[src/rtl/icb_pkg.sv]
package icb_pkg;
  localparam int GRP_W  = 3;
  localparam int REG_W  = 3;
  localparam int ADDR_W = GRP_W + REG_W;
  localparam int N_GRP  = 3;

  typedef enum logic [REG_W-1:0] {
    RS_CAUSE  = 3'd0,
    RS_SET    = 3'd1,
    RS_MSET   = 3'd2,
    RS_MCLR   = 3'd3,
    RS_MASK   = 3'd4,
    RS_MASKED = 3'd5,
    RS_MODE   = 3'd6,
    RS_NONE   = 3'd7
  } reg_sel_e;

  localparam logic [GRP_W-1:0] GS_SUMM  = 3'd3;
  localparam logic [REG_W-1:0] SR_SUMM  = 3'd0;
  localparam logic [REG_W-1:0] SR_SMASK = 3'd1;
endpackage

[src/rtl/icb_group.sv]
module icb_group
  import icb_pkg::*;
#(
  parameter int DATA_W = 32
) (
  input  logic              clk_i,
  input  logic              rst_ni,
  input  logic [DATA_W-1:0] evt_i,
  input  logic              acc_i,
  input  logic              we_i,
  input  reg_sel_e          reg_i,
  input  logic [DATA_W-1:0] wdata_i,
  output logic [DATA_W-1:0] cause_o,
  output logic [DATA_W-1:0] mask_o,
  output logic [DATA_W-1:0] mode_o,
  output logic              pend_o
);
  logic [DATA_W-1:0] cause_q, mask_q, mode_q;
  logic [DATA_W-1:0] clr, set;
  logic wr, rd;

  assign wr = acc_i && we_i;
  assign rd = acc_i && !we_i;

  always_comb begin
    clr = '0;
    set = '0;
    if (wr && reg_i == RS_CAUSE) clr = wdata_i & ~mode_q;
    if (rd && reg_i == RS_CAUSE) clr = mode_q;
    if (wr && reg_i == RS_SET)   set = wdata_i;
  end

  always_ff @(posedge clk_i or negedge rst_ni) begin
    if (!rst_ni) begin
      cause_q <= '0;
      mask_q  <= '1;
      mode_q  <= '0;
    end else begin
      // events win over clears
      cause_q <= evt_i | set | (cause_q & ~clr);
      if (wr && reg_i == RS_MSET) mask_q <= mask_q | wdata_i;
      if (wr && reg_i == RS_MCLR) mask_q <= mask_q & ~wdata_i;
      if (wr && reg_i == RS_MODE) mode_q <= wdata_i;
    end
  end

  assign cause_o = cause_q;
  assign mask_o  = mask_q;
  assign mode_o  = mode_q;
  assign pend_o  = |(cause_q & ~mask_q);
endmodule

[src/rtl/icb_summary.sv]
module icb_summary
  import icb_pkg::*;
#(
  parameter int DATA_W = 32
) (
  input  logic              clk_i,
  input  logic              rst_ni,
  input  logic [N_GRP-1:0]  pend_i,
  input  logic              rd_clr_i,
  input  logic              smask_wr_i,
  input  logic [DATA_W-1:0] wdata_i,
  output logic [N_GRP-1:0]  summ_o,
  output logic [DATA_W-1:0] smask_o,
  output logic              irq_o
);
  logic [N_GRP-1:0]  summ_q;
  logic [DATA_W-1:0] smask_q;
  logic              irq_q;

  always_ff @(posedge clk_i or negedge rst_ni) begin
    if (!rst_ni) begin
      summ_q  <= '0;
      smask_q <= '1;
      irq_q   <= 1'b0;
    end else begin
      summ_q <= pend_i | (summ_q & ~{N_GRP{rd_clr_i}});
      if (smask_wr_i) smask_q <= wdata_i;
      irq_q <= |(summ_q & ~smask_q[N_GRP-1:0]);
    end
  end

  assign summ_o  = summ_q;
  assign smask_o = smask_q;
  assign irq_o   = irq_q;
endmodule

[src/rtl/irq_cause_bank.sv]
module irq_cause_bank
  import icb_pkg::*;
#(
  parameter int DATA_W = 32
) (
  input  logic              clk_i,
  input  logic              rst_ni,
  input  logic              req_i,
  input  logic              we_i,
  input  logic [ADDR_W-1:0] addr_i,
  input  logic [DATA_W-1:0] wdata_i,
  output logic [DATA_W-1:0] rdata_o,
  input  logic [DATA_W-1:0] tx_evt_i,
  input  logic [DATA_W-1:0] rx_evt_i,
  input  logic [DATA_W-1:0] misc_evt_i,
  output logic              irq_o
);
  logic [N_GRP-1:0][DATA_W-1:0] evt_v, cause_v, mask_v, mode_v;
  logic [N_GRP-1:0]             pend_v, summ_v;
  logic [DATA_W-1:0]            smask_v;
  logic [GRP_W-1:0]             grp;
  reg_sel_e                     rsel;
  logic [DATA_W-1:0]            rdata_d, rdata_q;
  logic                         summ_rd, smask_wr;

  assign evt_v[0] = tx_evt_i;
  assign evt_v[1] = rx_evt_i;
  assign evt_v[2] = misc_evt_i;

  assign grp  = addr_i[ADDR_W-1:REG_W];
  assign rsel = reg_sel_e'(addr_i[REG_W-1:0]);

  for (genvar g = 0; g < N_GRP; g++) begin : g_grp
    icb_group #(.DATA_W(DATA_W)) u_grp (
      .clk_i   (clk_i),
      .rst_ni  (rst_ni),
      .evt_i   (evt_v[g]),
      .acc_i   (req_i && grp == GRP_W'(g)),
      .we_i    (we_i),
      .reg_i   (rsel),
      .wdata_i (wdata_i),
      .cause_o (cause_v[g]),
      .mask_o  (mask_v[g]),
      .mode_o  (mode_v[g]),
      .pend_o  (pend_v[g])
    );
  end

  assign summ_rd  = req_i && !we_i && grp == GS_SUMM && addr_i[REG_W-1:0] == SR_SUMM;
  assign smask_wr = req_i && we_i && grp == GS_SUMM && addr_i[REG_W-1:0] == SR_SMASK;

  icb_summary #(.DATA_W(DATA_W)) u_summ (
    .clk_i      (clk_i),
    .rst_ni     (rst_ni),
    .pend_i     (pend_v),
    .rd_clr_i   (summ_rd),
    .smask_wr_i (smask_wr),
    .wdata_i    (wdata_i),
    .summ_o     (summ_v),
    .smask_o    (smask_v),
    .irq_o      (irq_o)
  );

  always_comb begin
    rdata_d = '0;
    for (int g = 0; g < N_GRP; g++) begin
      if (grp == GRP_W'(g)) begin
        case (rsel)
          RS_CAUSE:  rdata_d = cause_v[g];
          RS_MASK:   rdata_d = mask_v[g];
          RS_MASKED: rdata_d = cause_v[g] & ~mask_v[g];
          RS_MODE:   rdata_d = mode_v[g];
          default:   rdata_d = '0;
        endcase
      end
    end
    if (grp == GS_SUMM) begin
      if (addr_i[REG_W-1:0] == SR_SUMM)  rdata_d = DATA_W'(summ_v);
      if (addr_i[REG_W-1:0] == SR_SMASK) rdata_d = smask_v;
    end
  end

  always_ff @(posedge clk_i or negedge rst_ni) begin
    if (!rst_ni)                 rdata_q <= '0;
    else if (req_i && !we_i)     rdata_q <= rdata_d;
  end

  assign rdata_o = rdata_q;
endmodule

[config.mk]
export PLATFORM = sky130hd
export DESIGN_NAME = irq_cause_bank
export DESIGN_NICKNAME = d
export VERILOG_FILES = /design/src/rtl/icb_pkg.sv /design/src/rtl/icb_group.sv /design/src/rtl/icb_summary.sv /design/src/rtl/irq_cause_bank.sv
export SDC_FILE = /design/constraint.sdc
export NUM_CORES = 1
export LEC_CHECK = 0
export BUFFER_PORTS_ARGS = -buffer_cell sky130_fd_sc_hd__buf_4
export CORE_MARGIN = 5
export CORE_UTILIZATION = 55
export DETAILED_ROUTE_END_ITERATION = 10
export HOLD_SLACK_MARGIN = 0.03
export PLACE_DENSITY = 0.77
export SYNTH_ARGS = -nofsm -noshare
export SYNTH_HDL_FRONTEND = slang
export SYNTH_SLANG_ARGS = --single-unit
export TNS_END_PERCENT = 20
[constraint.sdc]
create_clock -name clk_i -period 1.5 [get_ports clk_i]
set_clock_uncertainty 0.05 [all_clocks]
set_input_delay 0.3 -clock clk_i [delete_from_list [all_inputs] [get_ports clk_i]]
set_output_delay 0.3 -clock clk_i [all_outputs]
set_load 0.01 [all_outputs]
=== After elaboration in Yosys (flattened, before gate mapping) ===
Index checks and enable logic that the tools add are counted.
Widths: inputs -> output; s select.

* Eq/ne operators: 9
* Multiplexer cells: 24
* Bitwise gates (word level): 36
* Reductions and logical operators: 43

{| class="wikitable"
|+ Operators by type and width
! cell !! count
|-
| $mux 32 || 21
|-
| $and 32x32->32 || 12
|-
| $pmux 32 s4 || 3
|-
| $not 32->32 || 10
|-
| $or 32x32->32 || 9
|-
| $reduce_or 32->1 || 3
|-
| $logic_and 1x1->1 || 33
|-
| $eq 3x2->1 const B || 4
|-
| $eq 3x3->1 const B || 3
|-
| $and 3x3->3 || 2
|-
| $eq 3x1->1 const B || 2
|-
| $logic_not 3->1 || 2
|-
| $not 3->3 || 2
|-
| $reduce_bool 2->1 || 3
|-
| $or 3x3->3 || 1
|-
| $reduce_or 3->1 || 1
|-
| $logic_not 1->1 || 1
|}

* Bits in registers: 356
* Output and inout bits: 33

=== Depth between registers and ports, before layout ===
* Depth after elaboration: 9
* Mapped depth: 9
* Depth with buffers taken out: 4

=== Hierarchy ===
From an unflattened synthesis, not the netlist that was laid out.

* Cell total of the unflattened synthesis: 1995
* Area total of the unflattened synthesis: 20315.7 µm²

{| class="wikitable"
|+ Modules (own cells, without submodules)
! module !! instances !! cells an instance !! area an instance (µm²)
|-
| icb_group || 3 || 403 || 4591.9
|-
| irq_cause_bank || 1 || 706 || 5006.1
|-
| icb_summary || 1 || 80 || 1534.0
|}

=== Worst setup path after synthesis ===
Ideal clock, no wire load.

* Path type: input -> register
* Start: in addr_i[1]
* End: reg g_grp[1].u_grp.cause_q[4]
* Data arrival time: 1.884 ns
* Data required time: 1.324 ns
* Setup slack: -0.560 ns
* Cell stages on the path: 7
* Path through: buf_6 > or3_1 > buf_6 > nor4_4 > buf_6 > a22oi_1 > a221o_1

* Longest elaborated chain between the ends: 7
* Elaborated cells on any way between the ends: 12
* Those cells by class: eq/ne (1); mux (3); bitwise (4); reduce/logical (4)

{| class="wikitable"
|+ RTL lines
! item !! line !! text
|-
| start: declaration || irq_cause_bank.sv:10 || <nowiki>input logic [ADDR_W-1:0] addr_i,</nowiki>
|-
| $logic_not 3->1 || icb_group.sv:28, icb_group.sv:29 ||
|-
| $logic_and 1x1->1 || icb_group.sv:28 || <nowiki>if (wr && reg_i == RS_CAUSE) clr = wdata_i & ~mode_q;</nowiki>
|-
| $mux 32 || icb_group.sv:28 ||
|-
| $mux 32 || icb_group.sv:29 || <nowiki>if (rd && reg_i == RS_CAUSE) clr = mode_q;</nowiki>
|-
| $not 32->32 || icb_group.sv:40 || <nowiki>cause_q <= evt_i | set | (cause_q & ~clr);</nowiki>
|-
| $and 32x32->32 || icb_group.sv:40 ||
|-
| $or 32x32->32 * || icb_group.sv:40 ||
|-
| end signal: assignment || icb_group.sv:40 ||
|-
| end: declaration || icb_group.sv:18 || <nowiki>logic [DATA_W-1:0] cause_q, mask_q, mode_q;</nowiki>
|}

Every way passes the cells marked *; elsewhere a longest branch is shown, timed or not.
A chain may end at the register's enable or synchronous reset.

=== Final worst setup path ===
* Start: in addr_i[1]
* End: reg g_grp[0].u_grp.cause_q[28]

* Longest elaborated chain between the ends: 7
* Elaborated cells on any way between the ends: 12
* Those cells by class: eq/ne (1); mux (3); bitwise (4); reduce/logical (4)

{| class="wikitable"
|+ RTL lines
! item !! line
|-
| $logic_not 3->1 || icb_group.sv:28, icb_group.sv:29
|-
| $logic_and 1x1->1 || icb_group.sv:28
|-
| $mux 32 || icb_group.sv:28
|-
| $mux 32 || icb_group.sv:29
|-
| $not 32->32 || icb_group.sv:40
|-
| $and 32x32->32 || icb_group.sv:40
|-
| $or 32x32->32 * || icb_group.sv:40
|-
| end signal: assignment || icb_group.sv:40
|-
| end: declaration || icb_group.sv:18
|}

Marks and branches as above.

==> impl_metrics.env <==
export IMPL_status="complete, but fails checks"
export IMPL_violations="setup timing"
export IMPL_instances_no_fill=3085
export IMPL_endpoint="g_grp[0].u_grp.cause_o[28]"
export IMPL_port_buffers=170
export IMPL_cpMostUsedCell="buf_12"
export IMPL_syn_inst=2009
export IMPL_nets=2681
export IMPL_mostFrequentLayoutCells="422 x buf_4, 225 x dfrtp_1, 170 x mux2i_1"
export IMPL_worstPathArrival_ps=2170
export IMPL_wl_per_cell_um=30.05
export IMPL_start_util=0.5521
export IMPL_fin_ws_ps=-269.7
export IMPL_clkSlewWorstSetupHoldPaths_ps=60
export IMPL_drc=0
export IMPL_placementRows=71
export IMPL_clk_latency_ps=580
export IMPL_yosysSeqAreaShare=0.4392
export IMPL_fp_dieH_um=203.8
export IMPL_powerDensity_nw_per_um2=872.3
export IMPL_cp_max_fo=12
export IMPL_num_vias=21308
export IMPL_area_growth_pct=44.32
export IMPL_htreeDepth=2
export IMPL_worst_path_largest_cell_delay_ps=410
export IMPL_p_sw_mw=7.502
export IMPL_grt_max_degree=86
export IMPL_ys_warn_count=0
export IMPL_synth_mux_area_frac=0.1537
export IMPL_final_max_slew_viol_count=0
export IMPL_worstMarginPinSlew_ps=892.5
export IMPL_cp_required_ps=1900
export IMPL_cp_end_kind="register"
export IMPL_cts_root_buf="clkbuf_16"
export IMPL_switching_share=0.2886
export IMPL_total_power_mw=25.99
export IMPL_synth_simple_area_share=0.1465
export IMPL_syn_avg_cell_area_sq_um=10.28
export IMPL_synth_top_family_by_area="compound AO/OA/AOI/OAI gates"
export IMPL_postPlaceCellArea_sq_um=24890
export IMPL_relSlewSlack=0.4036
export IMPL_drtPass1Iterations=6
export IMPL_grt_pass1_wl_mm=131.5
export IMPL_vias_per_cell=6.907
export IMPL_synth_async_reset_ratio=1.000
export IMPL_worstReg2RegEnd="u_summ.summ_o[2]"
export IMPL_grt_setup_unrepaired="yes"
export IMPL_hold_violations=0
export IMPL_cp_start_kind="primary input"
export IMPL_ir_worst_vdd_v=0.0008158
export IMPL_gp_congestion=1.007
export IMPL_hp_class="in2async"
export IMPL_synth_xor_area_frac=0
export IMPL_min_period_ps=1770
export IMPL_dieArea_sq_um=41520
export IMPL_dp_cells=2820
export IMPL_synthTopCellsByArea="dfrtp_1 28%, dfstp_2 16%, mux2i_1 8.4%"
export IMPL_drive_gt1_frac=0.4223
export IMPL_synth_top_area_frac=0.2763
export IMPL_final_common_cell="buf_4"
export IMPL_combinationalPowerShare=0.202
export IMPL_p_leak_nw=13.74
export IMPL_n_fill_cell=2055
export IMPL_fmax_ghz=0.5651
export IMPL_diodes=0
export IMPL_internal_power_mw=18.49
export IMPL_cp_depth=9
export IMPL_finalInstanceArea_sq_um=29800
export IMPL_seq_power_share=0.421
export IMPL_yosysTopAreaCell="dfrtp_1"
export IMPL_synth_edf_count=0
export IMPL_cts_num_sinks=356
export IMPL_antenna_found_initial=2
export IMPL_synth_nets=2147
export IMPL_clkPwrFrac=0.376
export IMPL_synth_seq_cells=356
export IMPL_grt_pass1_vias=21189
export IMPL_ant_nets=0
export IMPL_synth_cell_type_count=63
export IMPL_synth_adder_area_share=0
export IMPL_finalCritPeriodShare=1.180
export IMPL_wl_mm=92.70
export IMPL_critPathBufInv=5
export IMPL_cts_tree="built"
export IMPL_cap_violations=0
export IMPL_setup_viol=228
export IMPL_cts_buffers_inserted=41
export IMPL_crit_start="addr_i[1]"
export IMPL_crit_chain="buf_12 -> or3_4 -> buf_12 -> buf_8 -> nor4_4 -> buf_4 -> buf_16 -> a22oi_1 -> a221o_1"
export IMPL_die_w_um=203.8
export IMPL_cp_top_family="buffers and inverters"
export IMPL_critPathSlowestCell="or3_4"
export IMPL_grt_use_total=0.4166
export IMPL_synth_area_sq_um=20650
export IMPL_drt_iter0_drc=2799
export IMPL_synth_main_ff_cell="dfrtp_1"
export IMPL_ioPinCount=171
export IMPL_synth_compound_area_frac=0.1974
export IMPL_worstSetupPathType="in2reg"
export IMPL_cts_buffer_depth=3
export IMPL_rrSetupSlack_ps=-250
export IMPL_hpwl_mm=55.61
export IMPL_r2r_cells=5
export IMPL_grt_ovfl_total=0
export IMPL_coreArea_sq_um=37400
-- layer usage --
| layer | global-route usage | part of all wire |
|---|---|---|
| met1 | 0.5140 | 0.34 |
| met2 | 0.6371 | 0.43 |
| met3 | 0.1270 | 0.13 |
| met4 | 0.2686 | 0.092 |
| met5 | 0 | 0.00020 |
-- cells in the mapped netlist (12+ instances only) --
library cell,count
a221o_1,75
nor3_1,13
inv_1,131
nand2_1,123
o2111ai_1,13
o21ai_0,56
nand4b_1,12
clkbuf_1,103
nand2b_1,69
nand3b_1,37
dfstp_2,128
and3b_1,13
o31ai_1,18
a22oi_1,82
nor2b_1,95
mux2i_1,173
a2111oi_0,16
and2_1,47
a21o_1,15
a31oi_1,34
nor2_1,35
o221ai_1,19
a21boi_0,34
dfrtp_1,228
o22ai_1,24
buf_2,65
o211ai_1,13
mux2_2,123
a21oi_1,12
a211oi_1,33
a221oi_1,26
o211a_1,13
-- power groups by stage --
stage	Combinational [mW]	Clock [mW]	Sequential, mW
floorplan	1.87	0	10.9
global placement	4.03	0	11.0
detailed placement	4.12	0	11.0
CTS	4.71	9.76	10.9
global route	5.45	10.2	11.0
finish	5.26	9.78	11.0
-- what timing repair did --
item / CTS / global route
setup endpoints to repair: 242 / 281
hold buffers: 130 / 0
gates resized for setup: 184 / 189
endpoints found under the hold margin: 539 / 0
pin swaps: 71 / 71
buffers inserted: 22 / 30
gates cloned: 10 / 6
-- cell type report --
cell class              instances  area (sq um)  share of cell area
clock buffers                  63          1219             0.04090
clock inverters                11         65.06            0.002183
inverters                     132         495.5             0.01663
multi-input cells            1337         11710              0.3928
flip-flops and latches        356          9072              0.3044
well taps                     511         639.4             0.02146
repair buffers                675          6604              0.2216
-- logic make-up after synthesis --
kind of cell / count (synthesis)
compound gates: 527
buf+inv: 317
flops: 356
mux: 301
simple gates: 508
-- per-stage QoR --
stage / setup WS [ps] / TNS [ps] / hold WS [ps] / util
5_1_grt: -328.5 / -28830 / 174.3 / 0.7968
3_5_place_dp: -882.6 / -223950 / 126.8 / 0.6655
2_1_floorplan: -556.7 / -152950 / -45.59 / -
4_1_cts: -249.3 / -2438 / 120.2 / 0.7669
3_3_place_gp: -911.3 / -214150 / 128.0 / 0.6655
6_report: -269.7 / -25300 / 144.8 / 0.7968
-- worst register-to-register path, cell delays in order (launching register included) --
cell and delay (ps):
dfstp_2 540, nor2b_2 50, a2111o_1 420, nor4_4 310, buf_4 160, nand4b_1 100
-- worst min-delay path by stage --
stage	from	end
detailed placement	rst_ni	rdata_o[26]
global route	rst_ni	g_grp[2].u_grp.cause_o[28]
CTS	rst_ni	rdata_o[26]
finish	rst_ni	rdata_o[26]
floorplan	rst_ni	g_grp[0].u_grp.cause_o[0]
global placement	rst_ni	rdata_o[26]
(Power assumes the default switching activity.)
